===== src/rtl/gpx_pkg.sv =====
package gpx_pkg;

  typedef enum logic [3:0] {
    ST_IDLE, ST_ADDR, ST_ADDR_ACK, ST_PTR, ST_PTR_ACK,
    ST_WDAT, ST_WDAT_ACK, ST_RLOAD, ST_RDAT, ST_RDAT_ACK, ST_WAIT
  } busState_t;

  typedef struct packed {
    logic       ptrLoad;
    logic       ptrInc;
    logic       wrEn;
    logic       holdActive;
    logic [7:0] byteVal;
  } dpStrobe_t;

endpackage


===== src/rtl/gpx_ctrl.sv =====
module gpx_ctrl
  import gpx_pkg::*;
#(
  parameter logic [6:0] DEV_ADDR = 7'h2A
) (
  input  logic       clk,
  input  logic       rstN,
  input  logic       sclIn,
  input  logic       sdaIn,
  input  logic [7:0] rdByte,
  output dpStrobe_t  strobe,
  output logic       sdaOe
);

  localparam int SYNC_DEPTH = 2;

  logic [SYNC_DEPTH-1:0] sclSync, sdaSync;
  logic sclPrev, sdaPrev;
  logic sclQ, sdaQ;

  always_ff @(posedge clk or negedge rstN) begin
    if (!rstN) begin
      sclSync <= '1;
      sdaSync <= '1;
      sclPrev <= 1'b1;
      sdaPrev <= 1'b1;
    end else begin
      sclSync <= {sclSync[SYNC_DEPTH-2:0], sclIn};
      sdaSync <= {sdaSync[SYNC_DEPTH-2:0], sdaIn};
      sclPrev <= sclQ;
      sdaPrev <= sdaQ;
    end
  end

  assign sclQ = sclSync[SYNC_DEPTH-1];
  assign sdaQ = sdaSync[SYNC_DEPTH-1];

  logic startDet, stopDet, sclRise, sclFall;
  assign startDet = sclQ & sclPrev & sdaPrev & ~sdaQ;
  assign stopDet  = sclQ & sclPrev & ~sdaPrev & sdaQ;
  assign sclRise  = sclQ & ~sclPrev;
  assign sclFall  = ~sclQ & sclPrev;

  busState_t  state;
  logic [3:0] bitCnt;
  logic [7:0] shiftReg;
  logic       rwBit, nackSeen, holdQ, oeQ;

  always_ff @(posedge clk or negedge rstN) begin
    if (!rstN) begin
      state    <= ST_IDLE;
      bitCnt   <= '0;
      shiftReg <= '0;
      rwBit    <= 1'b0;
      nackSeen <= 1'b0;
      holdQ    <= 1'b0;
      oeQ      <= 1'b0;
    end else if (stopDet) begin
      state <= ST_IDLE;
      holdQ <= 1'b0;
      oeQ   <= 1'b0;
    end else if (startDet) begin
      state  <= ST_ADDR;
      bitCnt <= '0;
      holdQ  <= 1'b1;
      oeQ    <= 1'b0;
    end else begin
      case (state)
        ST_ADDR, ST_PTR, ST_WDAT: begin
          if (sclRise) begin
            shiftReg <= {shiftReg[6:0], sdaQ};
            bitCnt   <= bitCnt + 4'd1;
          end else if (sclFall && bitCnt == 4'd8) begin
            if (state == ST_ADDR) begin
              if (shiftReg[7:1] == DEV_ADDR) begin
                oeQ   <= 1'b1;
                rwBit <= shiftReg[0];
                state <= ST_ADDR_ACK;
              end else begin
                state <= ST_WAIT;
                holdQ <= 1'b0;
              end
            end else begin
              oeQ   <= 1'b1;
              state <= (state == ST_PTR) ? ST_PTR_ACK : ST_WDAT_ACK;
            end
          end
        end
        ST_ADDR_ACK: begin
          if (sclFall) begin
            oeQ    <= 1'b0;
            bitCnt <= '0;
            if (rwBit) begin
              state <= ST_RLOAD;
              holdQ <= 1'b0;
            end else begin
              state <= ST_PTR;
            end
          end
        end
        ST_PTR_ACK, ST_WDAT_ACK: begin
          if (sclFall) begin
            oeQ    <= 1'b0;
            bitCnt <= '0;
            state  <= ST_WDAT;
          end
        end
        ST_RLOAD: begin
          shiftReg <= rdByte;
          oeQ      <= ~rdByte[7];
          bitCnt   <= '0;
          nackSeen <= 1'b0;
          state    <= ST_RDAT;
        end
        ST_RDAT: begin
          if (sclRise) begin
            bitCnt <= bitCnt + 4'd1;
          end else if (sclFall) begin
            if (bitCnt == 4'd8) begin
              oeQ   <= 1'b0;
              state <= ST_RDAT_ACK;
            end else begin
              shiftReg <= {shiftReg[6:0], 1'b0};
              oeQ      <= ~shiftReg[6];
            end
          end
        end
        ST_RDAT_ACK: begin
          if (sclRise) nackSeen <= sdaQ;
          else if (sclFall) state <= nackSeen ? ST_WAIT : ST_RLOAD;
        end
        default: ;
      endcase
    end
  end

  always_comb begin
    strobe            = '0;
    strobe.byteVal    = shiftReg;
    strobe.holdActive = holdQ;
    if (!startDet && !stopDet && sclFall) begin
      case (state)
        ST_PTR_ACK:  strobe.ptrLoad = 1'b1;
        ST_WDAT_ACK: begin
          strobe.wrEn   = 1'b1;
          strobe.ptrInc = 1'b1;
        end
        ST_RDAT_ACK: strobe.ptrInc = ~nackSeen;
        default: ;
      endcase
    end
  end

  assign sdaOe = oeQ;

  // the open-drain enable moves only while SCL is low
  p_oe_scl_low_r10: assert property (@(posedge clk) disable iff (!rstN)
    !$stable(oeQ) |-> !sclQ);

  // a START always opens a hold window
  p_start_hold_r3: assert property (@(posedge clk) disable iff (!rstN)
    startDet |=> holdQ);

  // a STOP always closes the hold window and releases SDA
  p_stop_release_r4: assert property (@(posedge clk) disable iff (!rstN)
    stopDet |=> (!holdQ && !oeQ));

  // a mismatched address drops the hold without acknowledging
  p_mismatch_release_r9: assert property (@(posedge clk) disable iff (!rstN)
    (state == ST_ADDR && !startDet && !stopDet && sclFall && bitCnt == 4'd8
     && shiftReg[7:1] != DEV_ADDR) |=> (!holdQ && !oeQ));

endmodule


===== src/rtl/gpx_dp.sv =====
module gpx_dp
  import gpx_pkg::*;
#(
  parameter int NUM_REGS = 4
) (
  input  logic                  clk,
  input  logic                  rstN,
  input  logic                  holdEn,
  input  dpStrobe_t             strobe,
  output logic [7:0]            rdByte,
  output logic [8*NUM_REGS-1:0] pins
);

  localparam int PTR_W = (NUM_REGS > 1) ? $clog2(NUM_REGS) : 1;
  localparam int PIN_W = 8 * NUM_REGS;

  logic [7:0]       regBank [NUM_REGS];
  logic [PTR_W-1:0] ptr;
  logic [PIN_W-1:0] regVec;
  logic [PIN_W-1:0] pinQ;
  logic             freeze;

  for (genvar g = 0; g < NUM_REGS; g++) begin : g_reg
    always_ff @(posedge clk or negedge rstN) begin
      if (!rstN)                                   regBank[g] <= '0;
      else if (strobe.wrEn && ptr == PTR_W'(g))    regBank[g] <= strobe.byteVal;
    end
    assign regVec[8*g +: 8] = regBank[g];
  end

  always_ff @(posedge clk or negedge rstN) begin
    if (!rstN)               ptr <= '0;
    else if (strobe.ptrLoad) ptr <= strobe.byteVal[PTR_W-1:0];
    else if (strobe.ptrInc)  ptr <= ptr + 1'b1;
  end

  assign rdByte = regBank[ptr];
  assign freeze = holdEn & strobe.holdActive;

  always_ff @(posedge clk or negedge rstN) begin
    if (!rstN)       pinQ <= '0;
    else if (!freeze) pinQ <= regVec;
  end

  assign pins = pinQ;

  // no pin moves while a hold window is active
  p_hold_freeze_r3: assert property (@(posedge clk) disable iff (!rstN)
    freeze |=> $stable(pins));

  // the pointer wraps from the last register to register 0
  p_ptr_wrap_r2: assert property (@(posedge clk) disable iff (!rstN)
    (strobe.ptrInc && !strobe.ptrLoad && ptr == PTR_W'(NUM_REGS - 1)) |=> ptr == '0);

endmodule


===== src/rtl/gpx_top.sv =====
module gpx_top
  import gpx_pkg::*;
#(
  parameter int         NUM_REGS = 4,
  parameter logic [6:0] DEV_ADDR = 7'h2A
) (
  input  logic                  clk,
  input  logic                  rstN,
  input  logic                  sclIn,
  input  logic                  sdaIn,
  input  logic                  holdEn,
  output logic                  sdaOe,
  output logic [8*NUM_REGS-1:0] pins
);

  dpStrobe_t  strobe;
  logic [7:0] rdByte;

  gpx_ctrl #(.DEV_ADDR(DEV_ADDR)) u_ctrl (
    .clk    (clk),
    .rstN   (rstN),
    .sclIn  (sclIn),
    .sdaIn  (sdaIn),
    .rdByte (rdByte),
    .strobe (strobe),
    .sdaOe  (sdaOe)
  );

  gpx_dp #(.NUM_REGS(NUM_REGS)) u_dp (
    .clk    (clk),
    .rstN   (rstN),
    .holdEn (holdEn),
    .strobe (strobe),
    .rdByte (rdByte),
    .pins   (pins)
  );

endmodule


===== config.mk =====
export PLATFORM = sky130hd
export DESIGN_NAME = gpx_top
export DESIGN_NICKNAME = d
export VERILOG_FILES = /design/src/rtl/gpx_pkg.sv /design/src/rtl/gpx_ctrl.sv /design/src/rtl/gpx_dp.sv /design/src/rtl/gpx_top.sv
export SDC_FILE = /design/constraint.sdc
export NUM_CORES = 1
export LEC_CHECK = 0
export CORE_MARGIN = 8
export CORE_UTILIZATION = 56
export DETAILED_ROUTE_END_ITERATION = 7
export PLACE_DENSITY = 0.81
export SLEW_MARGIN = 20
export SYNTH_ARGS = -nofsm -noshare
export SYNTH_HDL_FRONTEND = slang
export SYNTH_SLANG_ARGS = --single-unit

===== constraint.sdc =====
create_clock -name clk -period 3.78 [get_ports clk]
set_input_delay 0.756 -clock clk [delete_from_list [all_inputs] [get_ports clk]]
set_output_delay 0.756 -clock clk [all_outputs]
set_load 0.005 [all_outputs]

Word level (Yosys, flattened, before mapping) --
Index checks and enable logic that the tools add are counted.
Word-level totals: register bits after elaboration 92, input port bits 5, output and inout bits 33, word-level logic and storage cells 159
Operators by class: add/sub/neg operators 2, order comparisons 1, equal/unequal tests 35, multiplexer cells 57, bitwise operators 19, reduce and logical (&&, ||, !) cells 28
Operator list (number):
- 4-bit two-way mux | 17
- 8-bit two-way mux | 6
- 4-bit by 1-bit != test with 1-bit output, second input constant | 9
- 7-bit AND reduction | 4
- 4-bit case mux with 6 select lines | 1
- 8-bit case mux with 3 select lines | 1
- 1-bit two-way mux | 21
- 8-bit binary-select mux with 2-bit select | 1
- 4-bit by 3-bit equality test with 1-bit output, second input constant | 4
- 4-bit by 2-bit != test with 1-bit output, second input constant | 4
- 4-bit equality test, second input constant | 3
- 4-bit case mux with 3 select lines | 1
- 1-bit NOT | 10
- 10-bit AND reduction | 1
- 1-bit bitwise AND | 8
- 4-bit by 2-bit equality test with 1-bit output, second input constant | 2
- 4-bit AND reduction | 2
- 4-bit nonzero test | 2
- 8-bit nonzero test | 1
- 7-bit by 6-bit equality test with 1-bit output, second input constant | 1
- 1-bit logical AND | 7
- 2-bit two-way mux | 3
- 3-bit two-way mux | 2
- 2-bit by 1-bit != test with 1-bit output, second input constant | 3
- 20 further kinds | 28

Depth between registers and ports, before layout --
Gate-level depths: netlist of the first run.
word-level depth 9, depth in mapped cells 8, mapped depth without buffers 7

Modules after synthesis --
Synthesis of the first run repeated with hierarchy kept, for this count alone.
Unflattened totals: cells, all modules 357, area, all modules 4451.8 um^2
By module, submodules not included:
- gpx_dp | times used 1, cells an instance 160, area an instance 2727.6 um^2, sequential area each 1651.6 um^2
- gpx_ctrl | times used 1, cells an instance 197, area an instance 1724.2 um^2, sequential area each 658.1 um^2

Least setup slack after synthesis of the first run --
OpenSTA, ideal clock, no wires.
path kind register to register, start point reg u_ctrl.sclSync[1], end point reg u_ctrl.shiftReg[1], setup time 0.073 ns, arrival 1.764 ns, required time 3.707 ns, path slack 1.943 ns, cell stages (with the launch flop) 7, buffers on the path 1, clock period less this slack 1.837 ns, path through dfstp_2 or2b_1 a32o_1 a221oi_4 buf_6 nor2_1 a21oi_2
Between the ends: cells in the longest elaborated chain, start to end 5, elaborated cells between the ends (all ways) 14, those cells by class eq/ne: 3; bitwise: 10; reduce/logical: 1
RTL lines:
- from (decl) | RTL line gpx_ctrl.sv:17 | logic [SYNC_DEPTH-1:0] sclSync, sdaSync;
- from (signal assigned) | RTL line gpx_ctrl.sv:28 | sclSync <= {sclSync[SYNC_DEPTH-2:0], sclIn};
- 1-bit bitwise AND | RTL line gpx_ctrl.sv:39, gpx_ctrl.sv:40
- 1-bit bitwise AND, on equally long branches (2 in series) | RTL line gpx_ctrl.sv:39, gpx_ctrl.sv:40
- 1-bit NOT (no source line)
- 7-bit AND reduction (no source line) (*)
- to (signal assigned) | RTL line gpx_ctrl.sv:71 | shiftReg <= {shiftReg[6:0], sdaQ};
- to (signal assigned) | RTL line gpx_ctrl.sv:109 | shiftReg <= rdByte;
- to (signal assigned) | RTL line gpx_ctrl.sv:123 | shiftReg <= {shiftReg[6:0], 1'b0};
- to (decl) | RTL line gpx_ctrl.sv:46 | logic [7:0] shiftReg;
Every way passes the cells marked *; elsewhere a longest branch is shown, timed or not. A chain may end at the register's enable or synchronous reset.

Worst setup path in the final report of the first run --
start point reg u_ctrl.state[0], end point reg u_ctrl.shiftReg[5]
Between the ends: cells in the longest elaborated chain, start to end 4, elaborated cells between the ends (all ways) 13, those cells by class eq/ne: 9; mux: 1; reduce/logical: 3
RTL lines:
- from (decl) | RTL line gpx_ctrl.sv:44 | busState_t state;
- from (signal assigned) | RTL line gpx_ctrl.sv:85 | state <= (state == ST_PTR) ? ST_PTR_ACK : ST_WDAT_ACK;
- from (signal assigned) | RTL line gpx_ctrl.sv:130 | else if (sclFall) state <= nackSeen ? ST_WAIT : ST_RLOAD;
- 4-bit by 3-bit equality test with 1-bit output, or another cell as far along | RTL line gpx_ctrl.sv:68 | case (state)
- 3-bit OR reduction | RTL line gpx_ctrl.sv:68
- 2-bit by 1-bit != test with 1-bit output (no source line) or 3-bit nonzero test (tied branches)
- 7-bit AND reduction (no source line)
Several ways; a longest one is shown, not always the timed one.

==> summary.md, run 1 <==
| Metric | Value |
|---|---|
| Outcome | `finished clean` |
| Antenna-violating nets left | `0` |
| DRT iter0 DRCs | `201` |
| Power share of the sequential group | `48.0%` |
| Design area | `0.00502 mm2` |
| P per Cell Area | `676 mW/mm2` |
| Net switching power | `0.00124 W` |
| Final hold violation count | `0` |
| CTS Buffer Depth | `2` |
| Design Power | `0.00339 W` |
| Worst-Skew Late Latency | `0.36 ns` |
| Vias in the first global route | `2964` |
| Total GRT Usage | `17.3%` |
| First-pass GRT wire length | `15400 um` |
| Gates resized, CTS repair | `0` |
| Mapped Nets | `356` |
| CP Capture Type | `register` |
| PortBufs | `37` |
| Seq cells post-synth | `92` |
| I/O Pins | `38` |
| Overflow after GRT | `0` |
| Required @ worst endpoint | `4.05 ns` |
| Drt drc | `0` |
| Clk pin slew, worst setup/hold paths | `0.10 ns` |
| Worst-margin pin slew | `0.849 ns` |
| RR Startpoint | `u_ctrl.state[0]` |
| Slew HR | `43.4%` |
| Min-delay src | `u_ctrl.sdaSync[0]` |
| Share of cells above drive strength 1 | `28.6%` |
| Clock Tree Root | `clkbuf_8` |
| Register area share after synthesis | `52.8%` |
| Crit Path Class | `reg2reg` |
| Max VDD drop | `0.416 mV` |
| TritonRoute pass-1 iters | `4` |
| Total routed wirelength | `9050 um` |
| RSZ-0062 raised after global routing | `false` |
| Largest net degree at the start of global routing | `70` |
| Worst Skew | `0.0112 ns` |
| Max Freq | `419 MHz` |
| Antenna Diode Count | `0` |
| Clk sink count | `92` |
| Critical R2R Capture | `u_ctrl.shiftReg[5]` |
| Clock power frac | `18.8%` |
| Post-CTS Hold Fix Bufs | `0` |
| Wirelength per Cell | `18.5 um` |
| Nets | `394` |
| Core area | `0.00765 mm2` |
| Max-capacitance violation count | `0` |
| Die H | `104 um` |
| TritonCTS clock tree | `done` |
| Register-to-Register Setup Slack | `1.39 ns` |
| Cell count of the worst reg-to-reg path | `5` |
| Async SR Flop Fraction | `100%` |
| CTS Buf Count | `9` |
| WP data arrival | `2.66 ns` |
| Post-Route Setup TNS | `0 ns` |
| Syn Area/Cell | `12.7 um2` |
| WHS Endpoint | `u_ctrl.sdaSync[1]` |
| Cell leakage power | `2.30 nW` |
| Placed inst area | `0.00483 mm2` |
| Fin crit period | `2.39 ns` |
| Post-CTS setup buffer count | `0` |
| Sw Share | `36.4%` |
| Mapped Cells | `345` |
| Post-synth cell types | `56` |
| Crit start category | `register` |
| Yosys warns | `0` |
| Global routing met3 resource utilization | `3.84%` |
| Pins Over Slew Limit | `0` |
| Detailed-route vias per instance | `5.96` |
| Hold Path Stages | `0` |
| Starting Density | `57.2%` |
| CP Max Fanout | `25` |
| H-tree Lvls | `3` |
| Met2 GRT Util | `27.0%` |
| Initial antenna violation count | `0` |
| Most Crowded Layer GR | `met2` |
| Internal | `0.00216 W` |
| Num rows | `32` |
| Dpl hpwl | `6080 um` |
| Final period util | `63.2%` |
| Origin of the worst setup path | `u_ctrl.state[0]` |
| Top FF cell, synth | `dfrtp_1` |
| Die area | `0.0109 mm2` |
| Final setup viols | `0` |
| Gate power share | `33.2%` |
| Routed via count | `2921` |
| Die width | `104 um` |
| GP Congestion | `0.862` |
| HP Class | `reg2reg` |
| Post-synth EDFFs | `0` |
| P&R area growth vs syn | `14.8%` |
| Post-Syn Area | `0.00437 mm2` |
| GRT met1 Usage | `23.4%` |
cells by family (layout without fill, tap and decap cells):
group	after synthesis	count (layout)	synth area share, %
fa+ha+maj	6	6	1.72
mux	81	81	22.7
flops	92	92	52.8
compound gates	61	61	9.39
xor+xnor	1	1	0.200
buf+inv	20	63	2.15
simple gates	84	84	11.0
area by class of cell:
type	instances	area, um2
sequential	92	2310
clock inverter	7	67.6
tap	102	128
clock buffer	9	124
fill	573	2630
timing repair buffer	41	398
multi-input combinational	233	1970
inverter	6	22.5
power groups by stage:
stage | logic [W] | clock network [W] | registers [W]
after detailed placement | 0.00112 | 0 | 0.00165
final | 0.00113 | 0.000637 | 0.00163
after global placement | 0.00109 | 0 | 0.00162
after global routing | 0.00125 | 0.000692 | 0.00169
after CTS | 0.00113 | 0.000653 | 0.00163
after floorplan | 0.000864 | 0 | 0.00147
routing by layer:
metal	vias to the layer above	part of all wire, %
li1	1348	-
met1	1484	46
met2	79	48
met3	10	5.1
met4	0	1.4
met5	-	0
cell usage after synthesis, types with 6 or more instances:
| cell | count | area [um2] |
|---|---|---|
| a21oi_1 | 18 | 90.1 |
| buf_2 | 6 | 30.0 |
| dfrtp_1 | 86 | 2150 |
| dfstp_2 | 6 | 158 |
| ha_1 | 6 | 75.1 |
| inv_1 | 6 | 22.5 |
| mux2_2 | 64 | 721 |
| mux2i_1 | 8 | 80.1 |
| mux4_2 | 8 | 180 |
| nand2_1 | 21 | 78.8 |
| nand3_1 | 6 | 30.0 |
| nor2_1 | 19 | 71.3 |
| o21ai_0 | 13 | 65.1 |
worst max-delay path by stage:
stage | endpoint | slack [ns]
floorplan | u_ctrl.shiftReg[1] | 1.94
global placement | u_ctrl.shiftReg[0] | 1.56
detailed placement | u_ctrl.shiftReg[5] | 1.44
CTS | u_ctrl.shiftReg[5] | 1.41
global route | u_ctrl.shiftReg[5] | 1.13
finish | u_ctrl.shiftReg[5] | 1.39
stage by stage:
stage	cells	worst slack, ns	hold slack, ns	utilization (%)
after floorplan	345	1.94	0.345	-
after global routing	490	1.13	0.363	65.6
final	490	1.39	0.360	65.6
after detailed placement	474	1.44	0.347	63.1
after CTS	490	1.41	0.362	65.6
after global placement	474	1.56	0.346	63.1
critical path, cell delays in order, from the launching register on:
cell      delay [ns]
dfrtp_1         0.69
nor4b_4         0.55
nand2_1         0.17
a221oi_4        0.64
nor2_1          0.10
a21oi_1         0.16
state kept, by name, summed over array words and instances (netlist names):
signal           cells
u_dp.pins           32
u_dp.regBank        32
u_ctrl.shiftReg      8
u_ctrl.bitCnt        4
u_ctrl.state         4
u_ctrl.sclSync       2
u_ctrl.sdaSync       2
u_dp.ptr             2
u_ctrl.holdQ         1
u_ctrl.nackSeen      1
u_ctrl.rwBit         1
u_ctrl.sclPrev       1
u_ctrl.sdaOe         1
u_ctrl.sdaPrev       1
placed cells by master (no fill, tap or decap), types with 8 or more instances in the layout:
master	instances
clkbuf_8	9
a21oi_1	18
clkdlybuf4s50_1	36
mux4_2	8
mux2_2	64
mux2i_1	8
nor2_1	19
dfrtp_1	86
o21ai_0	13
nand2_1	21
(Power assumes the default switching activity.)
==> run 2: changes to the inputs <==
- CORE_UTILIZATION: 56 -> 52
- PLACE_DENSITY: 0.81 -> 0.79
- clock period: 3.78 -> 2.05 ns (I/O delays scaled with it)
==> summary.md, run 2 (synthesis results as in run 1) <==
| Metric | Value |
|---|---|
| HP Class | `in2async` |
| Design Power | `0.00679 W` |
| Global routing met3 resource utilization | `3.65%` |
| Total routed wirelength | `9870 um` |
| DRT iter0 DRCs | `162` |
| Most frequent cells in the layout | `83 x dfrtp_1, 64 x mux2_2, 36 x clkdlybuf4s50_1, 25 x buf_4, 21 x nand2_1` |
| Worst-Skew Late Latency | `0.36 ns` |
| CP Max Fanout | `14` |
| Max Freq | `512 MHz` |
| Num rows | `33` |
| CTS Buf Count | `9` |
| Core area | `0.00818 mm2` |
| P per Cell Area | `1280 mW/mm2` |
| P&R area growth vs syn | `21.5%` |
| Antenna-violating nets left | `0` |
| PortBufs | `37` |
| TritonRoute pass-1 iters | `4` |
| Clock Tree Root | `clkbuf_8` |
| Dpl hpwl | `7010 um` |
| Drt drc | `0` |
| Most Crowded Layer GR | `met2` |
| Worst Skew | `0.0137 ns` |
| WP data arrival | `2.23 ns` |
| Nets | `419` |
| Final hold violation count | `0` |
| Final period util | `95.3%` |
| H-tree Lvls | `3` |
| First-pass GRT wire length | `16400 um` |
| GP Congestion | `0.895` |
| Non-Filler Instances | `518` |
| Routed via count | `2973` |
| Outcome | `finished clean` |
| CTS Buffer Depth | `2` |
| CP Capture Type | `register` |
| Met2 GRT Util | `30.7%` |
| Largest net degree at the start of global routing | `36` |
| Post-Route Setup TNS | `0 ns` |
| Worst-margin pin slew | `0.510 ns` |
| Final setup viols | `0` |
| Wirelength per Cell | `19.1 um` |
| Commonest non-fill, non-tap cell in the layout | `dfrtp_1` |
| Clk pin slew, worst setup/hold paths | `0.09 ns` |
| Crit start category | `register` |
| RSZ-0062 raised after global routing | `false` |
| GRT met1 Usage | `21.9%` |
| Max VDD drop | `0.684 mV` |
| Overflow after GRT | `0` |
| Fin crit period | `1.95 ns` |
| Crit Path Class | `reg2reg` |
| Die width | `108 um` |
| Starting Density | `53.5%` |
| Cell leakage power | `2.45 nW` |
| Pins Over Slew Limit | `0` |
| Share of cells above drive strength 1 | `33.9%` |
| Initial antenna violation count | `0` |
| Detailed-route vias per instance | `5.74` |
| Clk sink count | `92` |
| Max-capacitance violation count | `0` |
| Post-place setup slack | `0.0302 ns` |
| Slew HR | `66.0%` |
| Antenna Diode Count | `0` |
| Die H | `108 um` |
| Total GRT Usage | `18.0%` |
| I/O Pins | `38` |
| Placed cells | `500` |
| Worst setup slack after layout | `0.0971 ns` |
| Die area | `0.0116 mm2` |
| TritonCTS clock tree | `done` |
| Vias in the first global route | `3232` |
| Required @ worst endpoint | `2.33 ns` |
==> run 2: changes by cell type in the layout (fill, tap and decap cells not counted), sizes merged <==
cell	delta
clkbuf	+1
clkinvlp	+1
inv	-1
clkinv	-3
bufinv	+2
buf	+25
==> run 2: report_power, final <==
part           total [W]  switching, W  internal [W]
registers        0.00292      0.000597       0.00232
clock network    0.00137      0.000674      0.000699
logic            0.00249       0.00107       0.00142
==> run 2: what timing repair did <==
| item | 4_1_cts | 5_1_grt |
|---|---|---|
| resized for setup | 0 | 5 |
| buffers inserted | 0 | 2 |
| hold buffers | 0 | 0 |
| hold endpoints to repair | 0 | 0 |
| endpoints found under the setup margin | 0 | 42 |
==> run 2: metrics by stage <==
stage	util [%]	hold slack (ns)	instance area, um2
final	65.0	0.0103	5310
after global routing	65.0	0.0390	5310
after CTS	64.7	0.0207	5290
after detailed placement	62.0	0.347	5060
after global placement	62.0	0.352	5060
after floorplan	-	0.114	4370
==> run 2: layout make-up <==
cell class | instances | area (um2)
clock buffers | 10 | 128
clock inverters | 6 | 93.8
fillers | 589 | 2860
inverters | 6 | 22.5
multi-input cells | 233 | 1970
flip-flops and latches | 92 | 2310
well taps | 105 | 131
repair buffers | 66 | 648
==> run 2: metal layers <==
layer / vias up / part of all wire (%)
met5: - / 0
met4: 0 / 1.8
met3: 17 / 2.9
met2: 47 / 51
met1: 1518 / 44
li1: 1391 / -
==> run 2: worst paths after layout <==
path / startpoint / endpoint / slack (ns) / cells past startpoint
setup / recovery: u_ctrl.sclSync[1] / u_ctrl.shiftReg[4] / 0.1 / 6
hold / removal: rstN / u_ctrl.bitCnt[0] / 0.01 / 1
setup reg to reg: u_ctrl.sclSync[1] / u_ctrl.shiftReg[4] / 0.1 / 6
hold reg to reg: u_ctrl.sclSync[0] / u_ctrl.sclSync[1] / 0.36 / 0
max in group asynchronous: rstN / u_ctrl.sdaSync[1] / 1.38 / 2
min in group clk: u_ctrl.sclSync[0] / u_ctrl.sclSync[1] / 0.36 / 0
==> run 2: critical path: stages (launching register included) <==
cell	delay [ns]
dfstp_2	0.60
or2b_4	0.30
a32o_1	0.25
a221oi_4	0.35
buf_12	0.18
nor2_1	0.05
a21oi_1	0.14
==> run 3: changes to the inputs <==
- CTS_CLUSTER_SIZE: not set -> 10
==> results of run 3 <==
Final layout, timing and power as in run 2 (identical DEF).
